==> config.mk <==
export PLATFORM = sky130hd
export DESIGN_NAME = timer_ffout_ctrl
export DESIGN_NICKNAME = d
export VERILOG_FILES = /design/src/rtl/tfo_pkg.sv /design/src/rtl/tfo_match_edge.sv /design/src/rtl/tfo_toggle_merge.sv /design/src/rtl/tfo_ff_core.sv /design/src/rtl/timer_ffout_ctrl.sv
export SDC_FILE = /design/constraint.sdc
export NUM_CORES = 1
export LEC_CHECK = 0
export ABC_AREA = 0
export BUFFER_PORTS_ARGS = -buffer_cell sky130_fd_sc_hd__buf_2
export CORE_UTILIZATION = 37
export DETAILED_ROUTE_END_ITERATION = 16
export PLACE_DENSITY = 0.83
export SKIP_CTS_REPAIR_TIMING = 1
export SLEW_MARGIN = 20
export SYNTH_ARGS = -nofsm -noshare
export SYNTH_HDL_FRONTEND = slang
export SYNTH_SLANG_ARGS = --single-unit
==> constraint.sdc <==
create_clock -name clk -period 2.75 [get_ports clk]
set_input_delay 0.1375 -clock clk [delete_from_list [all_inputs] [get_ports clk]]
set_output_delay 0.1375 -clock clk [all_outputs]
set_load 0.02 [all_outputs]
==> src/rtl/tfo_pkg.sv <==
package tfo_pkg;

    localparam int unsigned TFO_CNT_W   = 16;
    localparam int unsigned TFO_NUM_CMP = 2;
    localparam int unsigned TFO_NUM_CAP = 2;
    localparam int unsigned TFO_NUM_SRC = TFO_NUM_CMP + TFO_NUM_CAP;

    typedef enum logic [1:0] {
        CMD_INVERT = 2'b00,
        CMD_SET    = 2'b01,
        CMD_CLEAR  = 2'b10,
        CMD_NOP    = 2'b11
    } ff_cmd_e;

    typedef enum logic {
        ST_LOW  = 1'b0,
        ST_HIGH = 1'b1
    } ff_state_e;

endpackage

==> src/rtl/tfo_match_edge.sv <==
module tfo_match_edge #(
    parameter int unsigned CNT_W = 16
) (
    input  logic             clk,
    input  logic             rst_n,
    input  logic [CNT_W-1:0] count_i,
    input  logic [CNT_W-1:0] ref_i,
    output logic             hit_o
);

    logic eq_now;
    logic eq_q;

    always_comb begin
        eq_now = (count_i == ref_i);
    end

    always_ff @(posedge clk or negedge rst_n) begin
        if (!rst_n) begin
            eq_q <= 1'b0;
        end else begin
            eq_q <= eq_now;
        end
    end

    always_comb begin
        hit_o = eq_now && !eq_q;
    end

    // a lasting equality never yields two consecutive hits
    assert_single_pulse_R2: assert property (@(posedge clk) disable iff (!rst_n)
        hit_o |=> !hit_o);

    // an equality that holds over two edges gives no hit on the second
    assert_no_rehit_R2: assert property (@(posedge clk) disable iff (!rst_n)
        (count_i == ref_i) |=> ((count_i == ref_i) |-> !hit_o));

endmodule

==> src/rtl/tfo_toggle_merge.sv <==
module tfo_toggle_merge #(
    parameter int unsigned N_SRC = 4
) (
    input  logic [N_SRC-1:0] evt_i,
    input  logic [N_SRC-1:0] en_i,
    output logic             flip_o
);

    logic [N_SRC-1:0] gated;

    for (genvar g = 0; g < N_SRC; g++) begin : g_gate
        always_comb begin
            gated[g] = evt_i[g] & en_i[g];
        end
    end

    always_comb begin
        flip_o = ^gated;
    end

endmodule

==> src/rtl/tfo_ff_core.sv <==
module tfo_ff_core
    import tfo_pkg::*;
(
    input  logic       clk,
    input  logic       rst_n,
    input  logic       flip_i,
    input  logic       cmd_wr_i,
    input  logic [1:0] cmd_i,
    output logic       ff_o
);

    ff_state_e state_q;
    ff_state_e state_d;
    ff_cmd_e   cmd;
    logic      cmd_valid;

    always_comb begin
        cmd       = ff_cmd_e'(cmd_i);
        cmd_valid = cmd_wr_i && (cmd != CMD_NOP);
    end

    // next-state selection: command first, then hardware flip, else hold
    always_comb begin
        state_d = state_q;
        if (cmd_valid) begin
            unique case (cmd)
                CMD_INVERT: state_d = (state_q == ST_LOW) ? ST_HIGH : ST_LOW;
                CMD_SET:    state_d = ST_HIGH;
                CMD_CLEAR:  state_d = ST_LOW;
                default:    state_d = state_q;
            endcase
        end else if (flip_i) begin
            unique case (state_q)
                ST_LOW:  state_d = ST_HIGH;
                ST_HIGH: state_d = ST_LOW;
                default: state_d = ST_LOW;
            endcase
        end
    end

    // state register
    always_ff @(posedge clk or negedge rst_n) begin
        if (!rst_n) begin
            state_q <= ST_LOW;
        end else begin
            state_q <= state_d;
        end
    end

    // outputs
    always_comb begin
        ff_o = (state_q == ST_HIGH);
    end

    assert_set_cmd_R6: assert property (@(posedge clk) disable iff (!rst_n)
        (cmd_wr_i && cmd_i == 2'b01) |=> ff_o);

    assert_clear_cmd_R6: assert property (@(posedge clk) disable iff (!rst_n)
        (cmd_wr_i && cmd_i == 2'b10) |=> !ff_o);

    // invert command flips exactly once whatever the hardware does
    assert_invert_cmd_R7: assert property (@(posedge clk) disable iff (!rst_n)
        (cmd_wr_i && cmd_i == 2'b00) |=> (ff_o != $past(ff_o)));

    assert_hw_flip_R4: assert property (@(posedge clk) disable iff (!rst_n)
        ((!cmd_wr_i || cmd_i == 2'b11) && flip_i) |=> (ff_o != $past(ff_o)));

    assert_hold_R8: assert property (@(posedge clk) disable iff (!rst_n)
        ((!cmd_wr_i || cmd_i == 2'b11) && !flip_i) |=> $stable(ff_o));

endmodule

==> src/rtl/timer_ffout_ctrl.sv <==
module timer_ffout_ctrl
    import tfo_pkg::*;
(
    input  logic                 clk,
    input  logic                 rst_n,
    input  logic [TFO_CNT_W-1:0] count_i,
    input  logic [TFO_CNT_W-1:0] cmp0_val_i,
    input  logic [TFO_CNT_W-1:0] cmp1_val_i,
    input  logic                 cap0_evt_i,
    input  logic                 cap1_evt_i,
    input  logic                 en_match0_i,
    input  logic                 en_match1_i,
    input  logic                 en_cap0_i,
    input  logic                 en_cap1_i,
    input  logic                 cmd_wr_i,
    input  logic [1:0]           cmd_i,
    output logic                 ff_o,
    output logic                 irq_o
);

    logic [TFO_CNT_W-1:0]   ref_val [TFO_NUM_CMP];
    logic [TFO_NUM_CMP-1:0] hit;
    logic [TFO_NUM_SRC-1:0] src_evt;
    logic [TFO_NUM_SRC-1:0] src_en;
    logic                   flip;
    logic                   irq_q;

    always_comb begin
        ref_val[0] = cmp0_val_i;
        ref_val[1] = cmp1_val_i;
    end

    for (genvar c = 0; c < TFO_NUM_CMP; c++) begin : g_cmp
        tfo_match_edge #(
            .CNT_W (TFO_CNT_W)
        ) u_match (
            .clk     (clk),
            .rst_n   (rst_n),
            .count_i (count_i),
            .ref_i   (ref_val[c]),
            .hit_o   (hit[c])
        );
    end

    always_comb begin
        src_evt = {cap1_evt_i, cap0_evt_i, hit};
        src_en  = {en_cap1_i, en_cap0_i, en_match1_i, en_match0_i};
    end

    tfo_toggle_merge #(
        .N_SRC (TFO_NUM_SRC)
    ) u_merge (
        .evt_i  (src_evt),
        .en_i   (src_en),
        .flip_o (flip)
    );

    tfo_ff_core u_core (
        .clk      (clk),
        .rst_n    (rst_n),
        .flip_i   (flip),
        .cmd_wr_i (cmd_wr_i),
        .cmd_i    (cmd_i),
        .ff_o     (ff_o)
    );

    always_ff @(posedge clk or negedge rst_n) begin
        if (!rst_n) begin
            irq_q <= 1'b0;
        end else begin
            irq_q <= |hit;
        end
    end

    always_comb begin
        irq_o = irq_q;
    end

    assert_reset_R1: assert property (@(posedge clk)
        !rst_n |-> (!ff_o && !irq_o));

    assert_irq_follows_hit_R3: assert property (@(posedge clk) disable iff (!rst_n)
        (|hit) |=> irq_o);

    assert_irq_needs_hit_R9: assert property (@(posedge clk) disable iff (!rst_n)
        (!(|hit)) |=> !irq_o);

endmodule

Yosys cells after proc, flatten, opt, wreduce, memory -nomap -nowiden
Index checks and enable logic that the tools add are counted.
{"block": "word_totals", "register_bits": 4, "out_inout_bits": 2}
{"block": "classes", "eq_ne": 6, "bitwise_logic": 5, "n_reduce_logical": 10, "mux": 5}
{"operator": "16-bit == test", "count": 2}
{"operator": "1-bit AND", "count": 4}
{"operator": "4-bit inequality test (second input constant)", "count": 1}
{"operator": "4-bit XOR reduction", "count": 1}
{"operator": "1-bit logical AND", "count": 3}
{"operator": "1-bit 2-to-1 mux", "count": 3}
{"operator": "1-bit case mux with 3 select lines", "count": 1}
{"operator": "2-bit by 1-bit == test with 1-bit output (second input constant)", "count": 1}
{"operator": "2-bit == test (second input constant)", "count": 1}
{"operator": "1-bit zero test", "count": 2}
{"operator": "2-bit zero test", "count": 1}
{"operator": "2-bit inequality test (second input constant)", "count": 1}
{"operator": "1-bit case mux with 2 select lines", "count": 1}
{"operator": "2-bit AND reduction", "count": 1}
{"operator": "2-bit nonzero test", "count": 1}
{"operator": "2-bit OR reduction", "count": 1}
{"operator": "1-bit NOT", "count": 1}

Logic depth before layout (Yosys ltp)
{"block": "logic_depth", "ltp_word": 6, "ltp_mapped": 6, "mapped_depth_nobuf": 6}

By module
A second synthesis with hierarchy kept.
{"block": "hier_totals", "cells_unflattened": 69, "area_unflattened_um2": 621.8}
{"mod": "tfo_match_edge", "area_each_um2": 209.0, "instances": 2, "cells_per_inst": 23}
{"mod": "tfo_ff_core", "area_each_um2": 131.4, "instances": 1, "cells_per_inst": 14}
{"mod": "tfo_toggle_merge", "area_each_um2": 41.3, "instances": 1, "cells_per_inst": 7}
{"mod": "timer_ffout_ctrl", "area_each_um2": 31.3, "instances": 1, "cells_per_inst": 2}

Least setup slack after synthesis
No wires, ideal clock.
{"block": "synth_path", "path_type": "in2reg", "startpoint": "input port count_i[9]", "endpoint": "register u_core.state_q, in the netlist u_core.ff_o", "stages": 6, "arrival_time_ns": 1.348, "required_time_ns": 2.671, "slack_ns": 1.323, "cell_sequence": "xor2_1 nor4_1 nand4_1 nor3b_2 xnor3_1 mux2i_1"}
{"block": "synth_via", "elab_chain_len": 6}
{"item": "from (decl)", "line_no": "timer_ffout_ctrl.sv:6", "rtl": "input logic [TFO_CNT_W-1:0] count_i,"}
{"item": "16-bit == test", "line_no": "tfo_match_edge.sv:15", "rtl": "eq_now = (count_i == ref_i);"}
{"item": "1-bit logical AND", "line_no": "tfo_match_edge.sv:27", "rtl": "hit_o = eq_now && !eq_q;"}
{"item": "1-bit AND", "line_no": "tfo_toggle_merge.sv:13", "rtl": "gated[g] = evt_i[g] & en_i[g];"}
{"item": "4-bit XOR reduction (*)", "line_no": "tfo_toggle_merge.sv:18", "rtl": "flip_o = ^gated;"}
{"item": "2-bit nonzero test (no line) (*)"}
{"item": "2-bit AND reduction (no line) (*)"}
{"item": "to (signal assigned)", "line_no": "tfo_ff_core.sv:46", "rtl": "state_q <= state_d;"}
{"item": "to (decl)", "line_no": "tfo_ff_core.sv:12", "rtl": "ff_state_e state_q;"}
Mark *: on every way between the ends. The rest lies on a longest branch, timed or not.
A chain may end at the register's enable or synchronous reset.

Worst setup path in the final report
{"block": "layout_path", "startpoint": "input port count_i[11]", "endpoint": "register u_core.state_q, in the netlist u_core.ff_o"}
Same word-level chain as after synthesis.

==> run metrics <==
class of the worst hold path=input port to async pin; post-route setup slack=1.225 ns; first-pass GRT wire length=~2700 um; routed len/inst=10.36 um; Crit Path Category=input port to register; Tot GR Track Use=19.68%; Clock Power Share=23.7%; via count=703; Cell Rows=14; # diodes=0; Final TNS setup=0 ns; Worst EP required=2.91 ns; CTS buffer count=3; post-synth top area share=46.47%; outcome=complete, no violations; power per cell area=323.5 nW/um^2; final hold violation count=0; top cells by area, synth=xor2_1, dfrtp_1, nor4_1; Max VDD drop=0.0001605 V; # Max-Cap Violations=0; Comb pwr share=52.3%; Root Driver=clkbuf_4; Core Region=1506 sq um; Int Pwr=0.0002095 W; Min Clock Period, post-route=1.525 ns; sw frac=between 30% and 40%; initial antenna violation count=0; metal3 WL=128 um; WL met1=540 um; area leader, netlist=xor2_1; first-pass detailed-route iteration total=4; final RePlAce weighted congestion=0.6899; Worst setup EP type=register; routed vias/inst=4.815; Layout area overhead=58.51%; grt ovf=0; crit path max fanout=3; Max Freq=655.9 MHz; vias in the first global route=744; Worst-Margin Slew=0.3306 ns; initial DRC count=5; Critical Path Start Type=input port; top sig layer=met4; Slew Limit Fails=0; net count after synthesis=between 100 and 150; post-route cell area=955.9 sq um; Pwr Total=roughly 0.0003 W; post-route clock period utilization=55.44%; RSZ-0062 raised after global routing=no; Detailed Place HPWL=1391 um; Max-slew headroom=77.75%; WL met2=slightly above 800 um; Final ANT Viol Nets=0; worst skew pair latency=0.23 ns; pre-CTS setup slack=0.9713 ns; largest net degree at the start of global routing=5; Netlist cell types=16; Avg Cell Area, Syn=9.138 sq um; synthesized cell area=603.1 sq um; Post-route DRC=0; CTS Buffer Depth=2; clock skew=roughly 0.0022 ns; final WL=about 1500 um; CTS tree=built; die area=1795 sq um; post-layout util=63.46%; clock sinks=4; nets=194; chip width=between 40 and 50 um; Placed Area=a little over 900 sq um; die height=42.37 um; P_sw=0.00009974 W; Starting Density=40.03%; Seq cells post-synth=4; Clock transition at path regs=approximately 0.04 ns; Critical Path AT=1.68 ns; H-tree levels=1; Crit. Startpoint=count_i[11]; post-synthesis sequential area ratio=16.60%; share of layout cells above drive strength 1=about half; RR Startpoint=u_core.ff_o; Post-Synthesis Cells=66; number of setup violations in the final report=0; top-level port count=61; PortBufs=60; leakage power=0.5432 nW; register share of total power=24.0%; synth warn=0
## kinds of logic after synthesis
kind of cell	Yosys count	share of synthesized area, %
fa+ha+maj	3	6.225
xor+xnor	36	54.57
compound gates	2	1.867
simple gates	16	16.60
mux	1	1.660
buf+inv	4	2.489
flops	4	16.60
## area by class of cell
class,count,area [sq um]
clock buffer,3,22.52
fill,133,550.5
inverter,4,15.01
multi-input combinational,58,488.0
sequential,4,100.1
tap,16,20.02
timing repair buffer,61,310.3
## stage by stage
step | hold slack (ns) | cells
6_report | 0.2369 | 146
5_1_grt | 0.2477 | 146
3_5_place_dp | -0.04861 | 142
3_3_place_gp | -0.05267 | 142
2_1_floorplan | -0.1581 | 66
4_1_cts | -0.3003 | 145
## Yosys cell counts (all sizes together)
cell type / number
a21oi: 1
dfrtp: 4
ha: 3
inv: 4
mux2i: 1
nand2: 2
nand4: 2
nor2: 1
nor2b: 1
nor3b: 2
nor4: 8
o22ai: 1
xnor2: 3
xnor3: 1
xor2: 32
## routing by layer
layer  up-vias  track usage (%)
met3         4            1.293
met1       302            20.22
li1        351                -
met5         -                0
met4         0            14.37
met2        46            36.62
## placed cells by master (no fill, tap or decap), drive strengths merged
master        n
mux2i         1
a21oi         1
nor2          1
nor3b         2
buf          60
nor2b         1
nand2         2
ha            3
dfrtp         4
inv           4
xnor2         3
xor2         32
clkbuf        3
nand4         2
xnor3         1
dlygate4sd3   1
o22ai         1
nor4          8
## final timing paths
check	end	slack, ns	depth (start not counted)
min in group clk	u_core.ff_o	0.27	3
worst min register to register	irq_o	0.47	1
worst max-delay path	u_core.ff_o	1.23	7
max in group asynchronous	g_cmp[0].u_match.eq_q	2.39	2
worst max register to register	u_core.ff_o	1.55	3
worst min-delay path	g_cmp[1].u_match.eq_q	0.24	2
## worst max-delay path, cell delays in order
cell     delay (ns)
buf_2          0.12
xor2_1         0.15
nor4_1         0.35
nand4_1        0.21
nor3b_2        0.25
xnor3_1        0.34
mux2i_1        0.12
## state kept, by name (all words and copies together), names as in the netlist
name / flops
irq_o: 1
u_core.ff_o: 1
g_cmp.u_match.eq_q: 2
## power by group through the flow
| stage | registers [W] | clock network [W] | logic [W] |
|---|---|---|---|
| final | 0.0000744 | 0.0000732 | 0.000162 |
| after floorplan | 0.0000841 | 0 | 0.0000812 |
| after global routing | 0.0000752 | 0.0000788 | 0.000176 |
| after detailed placement | 0.0000752 | 0 | 0.000162 |
| after global placement | 0.0000751 | 0 | 0.000156 |
| after CTS | 0.0000744 | 0.0000762 | 0.000163 |
Note: power is estimated with default switching activity, not from simulation.
